**src/rtl/isb_pkg.sv**
```systemverilog
package isb_pkg;

    typedef enum logic [2:0] {
        ST_IDLE,
        ST_DEM_REQ,
        ST_PRE_REQ,
        ST_WAIT_DEM,
        ST_RESP_DEM,
        ST_WAIT_BUF,
        ST_SERVE_BUF,
        ST_NEXT_REQ
    } isb_state_e;

endpackage

```
**src/rtl/isb_stream_entry.sv**
```systemverilog
module isb_stream_entry #(
    parameter int LA_W   = 26,
    parameter int LINE_W = 512
) (
    input  logic              clk,
    input  logic              rst_n,
    input  logic              alloc_i,
    input  logic [LA_W-1:0]   alloc_line_i,
    input  logic              clear_i,
    input  logic              fill_i,
    input  logic [LINE_W-1:0] fill_data_i,
    input  logic [LA_W-1:0]   probe_line_i,
    output logic              hit_o,
    output logic              pend_o,
    output logic [LINE_W-1:0] data_o
);

    logic              valid_q;
    logic              pend_q;
    logic [LA_W-1:0]   tag_q;
    logic [LINE_W-1:0] data_q;

    always_ff @(posedge clk) begin
        if (!rst_n) begin
            valid_q <= 1'b0;
            pend_q  <= 1'b0;
            tag_q   <= '0;
            data_q  <= '0;
        end else if (alloc_i) begin
            valid_q <= 1'b1;
            pend_q  <= 1'b1;
            tag_q   <= alloc_line_i;
        end else if (clear_i) begin
            valid_q <= 1'b0;
            pend_q  <= 1'b0;
        end else if (fill_i && pend_q) begin
            data_q  <= fill_data_i;
            pend_q  <= 1'b0;
        end
    end

    assign hit_o  = valid_q && (tag_q == probe_line_i);
    assign pend_o = pend_q;
    assign data_o = data_q;

endmodule

```
**src/rtl/isb_rsp_steer.sv**
```systemverilog
module isb_rsp_steer #(
    parameter int LINE_W = 512
) (
    input  logic              clk,
    input  logic              rst_n,
    input  logic              mrsp_valid,
    input  logic [LINE_W-1:0] mrsp_data,
    input  logic              discard_pend_i,
    input  logic              dem_issue_i,
    input  logic              dem_take_i,
    output logic              buf_fill_o,
    output logic              dem_have_o,
    output logic [LINE_W-1:0] dem_data_o
);

    logic              stale_q;
    logic              dem_wait_q;
    logic              dem_have_q;
    logic [LINE_W-1:0] dem_data_q;
    logic              drop;
    logic              to_dem;

    // Responses come back in request order: a dropped prefetch is always next.
    assign drop       = stale_q || discard_pend_i;
    assign to_dem     = mrsp_valid && !drop && dem_wait_q;
    assign buf_fill_o = mrsp_valid && !drop && !dem_wait_q;

    always_ff @(posedge clk) begin
        if (!rst_n) begin
            stale_q    <= 1'b0;
            dem_wait_q <= 1'b0;
            dem_have_q <= 1'b0;
            dem_data_q <= '0;
        end else begin
            if (mrsp_valid && drop) begin
                stale_q <= 1'b0;
            end else if (discard_pend_i) begin
                stale_q <= 1'b1;
            end
            if (dem_issue_i) begin
                dem_wait_q <= 1'b1;
            end else if (to_dem) begin
                dem_wait_q <= 1'b0;
            end
            if (to_dem) begin
                dem_have_q <= 1'b1;
                dem_data_q <= mrsp_data;
            end else if (dem_take_i) begin
                dem_have_q <= 1'b0;
            end
        end
    end

    assign dem_have_o = dem_have_q;
    assign dem_data_o = dem_data_q;

endmodule

```
**src/rtl/isb_miss_fsm.sv**
```systemverilog
module isb_miss_fsm
    import isb_pkg::*;
#(
    parameter int LA_W = 26
) (
    input  logic            clk,
    input  logic            rst_n,
    input  logic            miss_valid,
    input  logic [LA_W-1:0] miss_line,
    output logic            miss_ready,
    input  logic            buf_hit,
    input  logic            buf_pend,
    input  logic            dem_have,
    input  logic            mreq_ready,
    output logic            mreq_valid,
    output logic [LA_W-1:0] mreq_line,
    output logic            fill_valid,
    output logic            fill_from_buf,
    output logic [LA_W-1:0] fill_line,
    output logic            buf_clear,
    output logic            buf_alloc,
    output logic [LA_W-1:0] alloc_line,
    output logic            dem_issue,
    output logic            dem_take,
    output isb_state_e      state_o
);

    isb_state_e      state_q;
    isb_state_e      state_d;
    logic [LA_W-1:0] cur_q;
    logic [LA_W-1:0] nxt_line;

    assign nxt_line = cur_q + LA_W'(1);

    always_comb begin
        state_d = state_q;
        unique case (state_q)
            ST_IDLE: begin
                if (miss_valid) begin
                    if (!buf_hit)      state_d = ST_DEM_REQ;
                    else if (buf_pend) state_d = ST_WAIT_BUF;
                    else               state_d = ST_SERVE_BUF;
                end
            end
            ST_DEM_REQ:   if (mreq_ready) state_d = ST_PRE_REQ;
            ST_PRE_REQ:   if (mreq_ready) state_d = ST_WAIT_DEM;
            ST_WAIT_DEM:  if (dem_have)   state_d = ST_RESP_DEM;
            ST_RESP_DEM:  state_d = ST_IDLE;
            ST_WAIT_BUF:  if (!buf_pend)  state_d = ST_SERVE_BUF;
            ST_SERVE_BUF: state_d = ST_NEXT_REQ;
            ST_NEXT_REQ:  if (mreq_ready) state_d = ST_IDLE;
            default:      state_d = ST_IDLE;
        endcase
    end

    always_ff @(posedge clk) begin
        if (!rst_n) state_q <= ST_IDLE;
        else        state_q <= state_d;
    end

    always_ff @(posedge clk) begin
        if (!rst_n) begin
            cur_q <= '0;
        end else if (state_q == ST_IDLE && miss_valid) begin
            cur_q <= miss_line;
        end
    end

    always_comb begin
        miss_ready    = 1'b0;
        mreq_valid    = 1'b0;
        mreq_line     = cur_q;
        fill_valid    = 1'b0;
        fill_from_buf = 1'b0;
        buf_clear     = 1'b0;
        buf_alloc     = 1'b0;
        dem_issue     = 1'b0;
        dem_take      = 1'b0;
        unique case (state_q)
            ST_IDLE: begin
                miss_ready = 1'b1;
                buf_clear  = miss_valid && !buf_hit;
            end
            ST_DEM_REQ: begin
                mreq_valid = 1'b1;
                dem_issue  = mreq_ready;
            end
            ST_PRE_REQ: begin
                mreq_valid = 1'b1;
                mreq_line  = nxt_line;
                buf_alloc  = mreq_ready;
            end
            ST_WAIT_DEM: begin
            end
            ST_RESP_DEM: begin
                fill_valid = 1'b1;
                dem_take   = 1'b1;
            end
            ST_WAIT_BUF: begin
            end
            ST_SERVE_BUF: begin
                fill_valid    = 1'b1;
                fill_from_buf = 1'b1;
                buf_clear     = 1'b1;
            end
            ST_NEXT_REQ: begin
                mreq_valid = 1'b1;
                mreq_line  = nxt_line;
                buf_alloc  = mreq_ready;
            end
            default: begin
            end
        endcase
    end

    assign fill_line  = cur_q;
    assign alloc_line = nxt_line;
    assign state_o    = state_q;

endmodule

```
**src/rtl/isb_prefetch_top.sv**
```systemverilog
module isb_prefetch_top
    import isb_pkg::*;
#(
    parameter int ADDR_W     = 32,
    parameter int LINE_BYTES = 64,
    localparam int OFF_W     = $clog2(LINE_BYTES),
    localparam int LA_W      = ADDR_W - OFF_W,
    localparam int LINE_W    = LINE_BYTES * 8
) (
    input  logic              clk,
    input  logic              rst_n,
    input  logic              miss_valid,
    output logic              miss_ready,
    input  logic [ADDR_W-1:0] miss_addr,
    output logic              fill_valid,
    output logic [LA_W-1:0]   fill_line,
    output logic [LINE_W-1:0] fill_data,
    output logic              mreq_valid,
    input  logic              mreq_ready,
    output logic [LA_W-1:0]   mreq_line,
    input  logic              mrsp_valid,
    input  logic [LINE_W-1:0] mrsp_data
);

    logic [LA_W-1:0]   miss_line;
    logic              offset_unused;
    logic              buf_hit;
    logic              buf_pend;
    logic [LINE_W-1:0] buf_data;
    logic              buf_clear;
    logic              buf_alloc;
    logic [LA_W-1:0]   alloc_line;
    logic              buf_fill;
    logic              dem_issue;
    logic              dem_take;
    logic              dem_have;
    logic [LINE_W-1:0] dem_data;
    logic              fill_from_buf;
    logic              discard_pend;
    isb_state_e        fsm_state;

    assign miss_line     = miss_addr[ADDR_W-1:OFF_W];
    assign offset_unused = ^miss_addr[OFF_W-1:0];
    assign discard_pend  = buf_clear && buf_pend;

    isb_miss_fsm #(.LA_W(LA_W)) fsm_i (
        .clk           (clk),
        .rst_n         (rst_n),
        .miss_valid    (miss_valid),
        .miss_line     (miss_line),
        .miss_ready    (miss_ready),
        .buf_hit       (buf_hit),
        .buf_pend      (buf_pend),
        .dem_have      (dem_have),
        .mreq_ready    (mreq_ready),
        .mreq_valid    (mreq_valid),
        .mreq_line     (mreq_line),
        .fill_valid    (fill_valid),
        .fill_from_buf (fill_from_buf),
        .fill_line     (fill_line),
        .buf_clear     (buf_clear),
        .buf_alloc     (buf_alloc),
        .alloc_line    (alloc_line),
        .dem_issue     (dem_issue),
        .dem_take      (dem_take),
        .state_o       (fsm_state)
    );

    isb_stream_entry #(.LA_W(LA_W), .LINE_W(LINE_W)) entry_i (
        .clk          (clk),
        .rst_n        (rst_n),
        .alloc_i      (buf_alloc),
        .alloc_line_i (alloc_line),
        .clear_i      (buf_clear),
        .fill_i       (buf_fill),
        .fill_data_i  (mrsp_data),
        .probe_line_i (miss_line),
        .hit_o        (buf_hit),
        .pend_o       (buf_pend),
        .data_o       (buf_data)
    );

    isb_rsp_steer #(.LINE_W(LINE_W)) steer_i (
        .clk            (clk),
        .rst_n          (rst_n),
        .mrsp_valid     (mrsp_valid),
        .mrsp_data      (mrsp_data),
        .discard_pend_i (discard_pend),
        .dem_issue_i    (dem_issue),
        .dem_take_i     (dem_take),
        .buf_fill_o     (buf_fill),
        .dem_have_o     (dem_have),
        .dem_data_o     (dem_data)
    );

    assign fill_data = fill_from_buf ? buf_data : dem_data;

endmodule

```
**config.mk**
```make
export PLATFORM = sky130hd
export DESIGN_NAME = isb_prefetch_top
export DESIGN_NICKNAME = d
export VERILOG_FILES = /design/src/rtl/isb_pkg.sv /design/src/rtl/isb_stream_entry.sv /design/src/rtl/isb_rsp_steer.sv /design/src/rtl/isb_miss_fsm.sv /design/src/rtl/isb_prefetch_top.sv
export SDC_FILE = /design/constraint.sdc
export NUM_CORES = 2
export LEC_CHECK = 0
export ABC_AREA = 1
export BUFFER_PORTS_ARGS = -buffer_cell sky130_fd_sc_hd__buf_2
export CAP_MARGIN = 20
export CORE_MARGIN = 4
export CORE_UTILIZATION = 30
export CTS_BUF_LIST = sky130_fd_sc_hd__clkbuf_16
export DETAILED_ROUTE_END_ITERATION = 7
export GPL_TIMING_DRIVEN = 0
export REMOVE_ABC_BUFFERS = 1
export SLEW_MARGIN = 10
export SYNTH_ARGS = -nofsm -noshare
export SYNTH_HDL_FRONTEND = slang
export SYNTH_HIERARCHICAL = 1
export SYNTH_SLANG_ARGS = --single-unit
```
**constraint.sdc**
```tcl
create_clock -name clk -period 9.35 [get_ports clk]
set_input_delay 1.87 -clock clk [delete_from_list [all_inputs] [get_ports clk]]
set_output_delay 1.87 -clock clk [all_outputs]
set_load 0.005 [all_outputs]
```
Word level (Yosys, flattened, before mapping)
Cells that the tools add are included.
{"block": "word_totals", "reg_bits": 1084, "inputBits": 549, "output_inout_bits": 567, "elab_cells": 80}
{"block": "op_classes", "n_addsub": 1, "eq_ne": 14, "n_mux": 28, "n_bitwise": 3, "n_reduce_logical": 24}
{"operator": "2-to-1 mux 512 bit", "n": 1}
{"operator": "adder 26 x 1 -> 26 bit, second input constant", "n": 1}
{"operator": "== test 26 bit", "n": 1}
{"operator": "2-to-1 mux 26 bit", "n": 1}
{"operator": "case mux 3 bit (8 select lines)", "n": 1}
{"operator": "2-to-1 mux 3 bit", "n": 7}
{"operator": "2-to-1 mux 1 bit", "n": 16}
{"operator": "== test 3 bit, second input constant", "n": 4}
{"operator": "inequality test 2 bit, second input constant", "n": 5}
{"operator": "logical AND 1 bit", "n": 9}
{"operator": "== test 3 x 2 -> 1 bit, second input constant", "n": 2}
{"operator": "AND reduction 6 bit", "n": 1}
{"operator": "nonzero test 2 bit", "n": 3}
{"operator": "OR reduction 2 bit", "n": 3}
{"operator": "== test 3 x 1 -> 1 bit, second input constant", "n": 1}
{"operator": "logical NOT 1 bit", "n": 3}
{"operator": "logical NOT 3 bit", "n": 1}
{"operator": "NOT 1 bit", "n": 3}
{"operator": "AND reduction 3 bit", "n": 1}
{"operator": "nonzero test 3 bit", "n": 1}
{"operator": "OR reduction 3 bit", "n": 1}
{"operator": "2-to-1 mux 2 bit", "n": 1}
{"operator": "inequality test 2 x 1 -> 1 bit, second input constant", "n": 1}
{"operator": "case mux 1 bit (2 select lines)", "n": 1}
{"operator": "logical OR 1 bit", "n": 1}

Logic depth before layout (Yosys ltp)
{"block": "depth", "depth_word": 14, "mapped_depth": 24, "depth_no_buf": 20}

Modules after synthesis
The synthesis kept the hierarchy.
{"mod": "isb_rsp_steer", "n_inst": 1, "cells_each": 4395, "area_each_um2": 26475.4, "seq_area_each_um2": 10309.9}
{"mod": "isb_stream_entry", "n_inst": 1, "cells_each": 2465, "area_each_um2": 18885.6, "seq_area_each_um2": 10810.4}
{"mod": "isb_prefetch_top", "n_inst": 1, "cells_each": 1652, "area_each_um2": 6625.1, "seq_area_each_um2": 0.0}
{"mod": "isb_miss_fsm", "n_inst": 1, "cells_each": 373, "area_each_um2": 2238.4, "seq_area_each_um2": 580.6}

Worst setup path before layout
Ideal clock, no wire load.
{"block": "synth_timing", "path_kind": "in2reg", "start": "in miss_addr[27]", "end": "reg entry_i.data_q[431], in the netlist entry_i/data_o[431]", "setup_ns": 0.116, "arrival_time_ns": 4.223, "required_ns": 9.234, "setup_slack_ns": 5.011, "stages": 24, "path_cell_list": "inv_1 nand2_1 nand2_1 nor2_1 nand2_1 nor2_1 nand2_1 nor2_1 nand3b_1 o22ai_1 nand2_1 inv_1 nor2_1 buf_2 buf_2 nand2_1 nor2_1 nand2_1 nor3_4 inv_2 buf_2 clkbuf_1 nor2_1 nor2_1"}
{"block": "synth_via", "elab_chain_len": 12, "elab_cells_between_ends": 13, "cone_classes": "1 x eq/ne; 1 x mux; 1 x bitwise; 10 x reduce/logical"}
{"item": "start, declared", "line_no": "isb_prefetch_top.sv:14", "rtl": "input logic [ADDR_W-1:0] miss_addr,"}
{"item": "== test 26 bit", "line_no": "isb_stream_entry.sv:42", "rtl": "assign hit_o = valid_q && (tag_q == probe_line_i);"}
{"item": "logical AND 1 bit", "line_no": "isb_stream_entry.sv:42"}
{"item": "via buf_hit", "line_no": "isb_prefetch_top.sv:27", "rtl": "logic buf_hit;"}
{"item": "logical NOT 1 bit"}
{"item": "logical AND 1 bit", "line_no": "isb_miss_fsm.sv:82", "rtl": "buf_clear = miss_valid && !buf_hit;"}
{"item": "case mux 1 bit (2 select lines)", "line_no": "isb_miss_fsm.sv:79", "rtl": "unique case (state_q)"}
{"item": "via buf_clear", "line_no": "isb_prefetch_top.sv:30", "rtl": "logic buf_clear;"}
{"item": "logical AND 1 bit", "line_no": "isb_prefetch_top.sv:44", "rtl": "assign discard_pend = buf_clear && buf_pend;"}
{"item": "via discard_pend", "line_no": "isb_prefetch_top.sv:39", "rtl": "logic discard_pend;"}
{"item": "logical OR 1 bit", "line_no": "isb_rsp_steer.sv:24", "rtl": "assign drop = stale_q || discard_pend_i;"}
{"item": "logical NOT 1 bit", "line_no": "isb_rsp_steer.sv:26", "rtl": "assign buf_fill_o = mrsp_valid && !drop && !dem_wait_q;"}
{"item": "logical AND 1 bit (2 in series)", "line_no": "isb_rsp_steer.sv:26"}
{"item": "via buf_fill", "line_no": "isb_prefetch_top.sv:33", "rtl": "logic buf_fill;"}
{"item": "logical AND 1 bit", "line_no": "isb_stream_entry.sv:36", "rtl": "end else if (fill_i && pend_q) begin"}
{"item": "AND reduction 3 bit (no source line)"}
{"item": "end signal, assigned", "line_no": "isb_stream_entry.sv:37", "rtl": "data_q <= fill_data_i;"}
{"item": "end, declared", "line_no": "isb_stream_entry.sv:21", "rtl": "logic [LINE_W-1:0] data_q;"}
The timed path passes the listed nets, and every way through them passes these cells.
A chain may end at the register's enable or synchronous reset.

Worst setup path in the final report
{"block": "layout_timing", "start": "in miss_addr[31]", "end": "reg entry_i.data_q[322], in the netlist entry_i/data_o[322]"}
Same word-level chain as after synthesis.

==> flow_summary_export.csv <==
group,metric,value,unit
critical_path,regToRegSetupSlack,3.95,ns
critical_path,cp.required,10.03,ns
synth,avgSynthCellArea,6.10,µm²
routing,routed-wl-met2,95.0,mm
global_routing,grt_overflow,0,
power,p_leak,0.0363,µW
placed_design,place_ws,2.25,ns
critical_path,crit_type,"primary input to flip-flop",
routing,routed.top_layer,"met5",
sta,rsz0062_at_grt,"false",
clock_tree,worstSkewPairLatency,0.75,ns
worst_hold_path,min_to,"entry_i/valid_q$_SDFFE_PN0N_",
die,num_rows,155,
critical_path,crit_fanout,26,
die,dieArea,0.188,mm²
routing,drc_errors,0,
sta,max_slew_margin,0.357,
routing,wl_per_cell,16.7,µm
finish,nets,10201,
die,core,0.179,mm²
synth,synth_ff_type,"dfxtp_1",
sta,tightest_slew,0.964,ns
global_routing,grt_pass1_wl,305,mm
synth,yosys-mux-area-fraction,0,
synth,synth.most_common_cell,"nand2_1",
critical_path,crit_top_cell,"buf_8",
synth,yosysSeqAreaShare,0.400,
synth,netlist_top_cells_count,"nand2_1 (2,772), inv_1 (1,618), nor2_1 (1,616), dfxtp_1 (1,084), o21ai_0 (551)",
sta,final.setup.tns,0,ns
synth,ys_async_sr_fraction,0,
synth,synthDominantCellAreaShare,0.400,
worst_hold_path,hold_path_class,"flip-flop to flip-flop",
critical_path,r2r_start,"entry_i/tag_q[3]$_SDFFE_PN0P_",
routing,drt-met1-wl,84.8,mm
synth,ys_types,33,
critical_path,reg2reg_depth,30,
critical_path,crit_arrival,7.00,ns
finish,drive_above_1_share,0.146,
synth,yosys.area_share.simple,0.368,
routing,vias,55997,
routing,drt-total-wl,203,mm
sta,finalSetupViolCount,0,
global_routing,grt_max_degree,161,
critical_path,r2r-end,"entry_i/data_o[322]$_SDFFE_PN0P_",
sta,timing.final.ws_setup,3.02,ns
critical_path,start_kind,"primary input",
finish,fillers,19096,
sta,min_period,6.33,ns
synth,yosys-top-cells-area,"dfxtp_1 (40%), nand2_1 (19%), inv_1 (11%)",
clock_tree,cts_resized,0,
placed_design,dp_hpwl,134,mm
placed_design,placedCellCount,11869,
synth,synth-edff-count,0,
global_routing,grt_pass1_vias,51110,
clock_tree,post_cts_buffers,0,
clock_tree,cts_root_buffer,"clkbuf_16",
die,die_w,433,µm
finish,final_cells,12172,
sta,finalMaxSlewViolations,0,
synth,syn_inst,8885,
synth,synth_top_cell_by_area,"dfxtp_1",
synth,synthXorXnorAreaFrac,0.00335,
routing,first_pass_iters,8,
clock_tree,cts_sinks,1084,
power,ir_drop,0.156,mV
clock_tree,cts_tree,"built",
power,power.density,196,mW/mm²
worst_hold_path,min_from,"entry_i/valid_q$_SDFFE_PN0N_",
critical_path,crit_slowest_cell,"nor3_4",
worst_hold_path,min_path_cells,2,
clock_tree,path_clk_slew,0.05,ns
clock_tree,cts_htree_levels,4,
critical_path,critical-path-max-stage-delay,0.56,ns
routing,ant_nets,0,
synth,synth_area,0.0542,mm²
status,outcome,"finished, final reports clean",
clock_tree,cts_inserted_buffers,135,
sta,hold_viol_final,0,
clock_tree,clockBufferDepth,3,
finish,fin_util,0.371,
routing,drt_iter0_drc,4311,
synth,synth_seq_cells,1084,
placed_design,place_congestion,0.877,
global_routing,track_usage,0.204,
power,power,13000,µW
job,drv_cap,0,
global_routing,antenna_found_initial,103,
critical_path,critPathCaptureType,"flip-flop",
synth,synth_compound_area_frac,0.0578,
sta,min_period_over_period,0.676,
synth,synthAdderAreaFrac,0.000231,
placed_design,port_buffers,1109,
finish,syn_to_final_growth,22.4,%
synth,ys_warn_count,6,
die,ioPinCount,1116,
synth,synth_top_family_by_area,"simple AND/OR/NAND/NOR gates",
die,start_util,0.303,
routing,wl_met3,15.1,mm
die,dieHeight,433,µm
sta,finalClockSkew,0.0218,ns
sta,max_freq,158,MHz
routing,routed_via_density,4.60,
clock_tree,ctsHoldBuffers,0,
[sequential cells by signal, summed over array words and instances, names as in the netlist]
| signal | count |
|---|---|
| entry_i/valid_q | 1 |
| steer_i/dem_wait_q | 1 |
| fsm_i/state_o | 3 |
| entry_i/pend_o | 1 |
| steer_i/stale_q | 1 |
| entry_i/data_o | 512 |
| entry_i/tag_q | 26 |
| fsm_i/fill_line | 26 |
| steer_i/dem_data_o | 512 |
| steer_i/dem_have_o | 1 |
[how the worst max path moves through the flow]
stage                        from                                   end  slack (ns)  cells after the start
floorplan           miss_addr[27]       steer_i/dem_have_o$_SDFFE_PN0P_      -34.56                     15
global placement    miss_addr[31]  steer_i/dem_data_o[104]$_SDFFE_PN0P_     -104.47                     18
detailed placement  miss_addr[31]      entry_i/data_o[146]$_SDFFE_PN0P_        2.25                     31
CTS                 miss_addr[31]      entry_i/data_o[322]$_SDFFE_PN0P_        3.08                     31
global route         miss_addr[7]      entry_i/data_o[505]$_SDFFE_PN0P_        2.65                     31
finish              miss_addr[31]      entry_i/data_o[322]$_SDFFE_PN0P_        3.02                     31
[per-stage QoR]
step	hold WS (ns)	cell area, µm²
floorplan	0.437	51100
detailed placement	0.457	62100
finish	0.465	66400
global route	0.488	66300
CTS	0.465	66200
global placement	0.456	59600
[cell families (layout without fill, tap and decap cells)]
group / count (synthesis) / after routing
xor+xnor: 19 / 19
other cells: 0 / 66
buf+inv: 2212 / 3078
simple gates: 4948 / 4948
fa+ha+maj: 1 / 1
flops: 1084 / 1084
compound gates: 621 / 621
[critical path: cells and delay by family]
family,cells,cell delay [ns]
compound gates,2,0.25
simple gates,15,2.45
buf+inv,14,2.37
[per-layer routing]
metal  vias to the layer above  track usage
met3                       407       0.0499
met2                      1807        0.329
met5                         -            0
met4                        50       0.0923
li1                      27989            -
met1                     25744        0.258
[power by group]
group          switching [µW]  internal (µW)
clock                    2120           2870
combinational            1800            937
sequential                253           5040
total                    4180           8840
[layout make-up]
type | instances | area (µm²) | share of cell area
multi-input combinational | 5589 | 23300 | 0.351
sequential | 1084 | 21700 | 0.327
timing repair buffer | 1219 | 8000 | 0.120
inverter | 1622 | 6110 | 0.0921
clock buffer | 140 | 3500 | 0.0528
tap | 2355 | 2950 | 0.0444
clock inverter | 97 | 631 | 0.00950
antenna | 66 | 165 | 0.00249
[cells in the final DEF (no fill, tap or decap), types with 3 or more instances in the layout]
| cell type | n |
|---|---|
| o21ai_0 | 551 |
| buf_2 | 1107 |
| nand3_1 | 26 |
| nor3_1 | 4 |
| inv_6 | 9 |
| dfxtp_1 | 1083 |
| nand4_1 | 514 |
| buf_16 | 47 |
| nand2_1 | 2772 |
| buf_8 | 28 |
| clkinv_8 | 3 |
| inv_2 | 3 |
| nand2_2 | 4 |
| nor2_1 | 1614 |
| bufinv_16 | 6 |
| a21oi_1 | 50 |
| and2_1 | 3 |
| clkinv_2 | 15 |
| clkbuf_16 | 140 |
| diode_2 | 66 |
| nor2_4 | 4 |
| o21ai_2 | 3 |
| a21oi_2 | 3 |
| o21ai_1 | 13 |
| clkinv_1 | 22 |
| xor2_1 | 15 |
| buf_12 | 37 |
| inv_1 | 1657 |
Power figures use the tool's default switching activity.
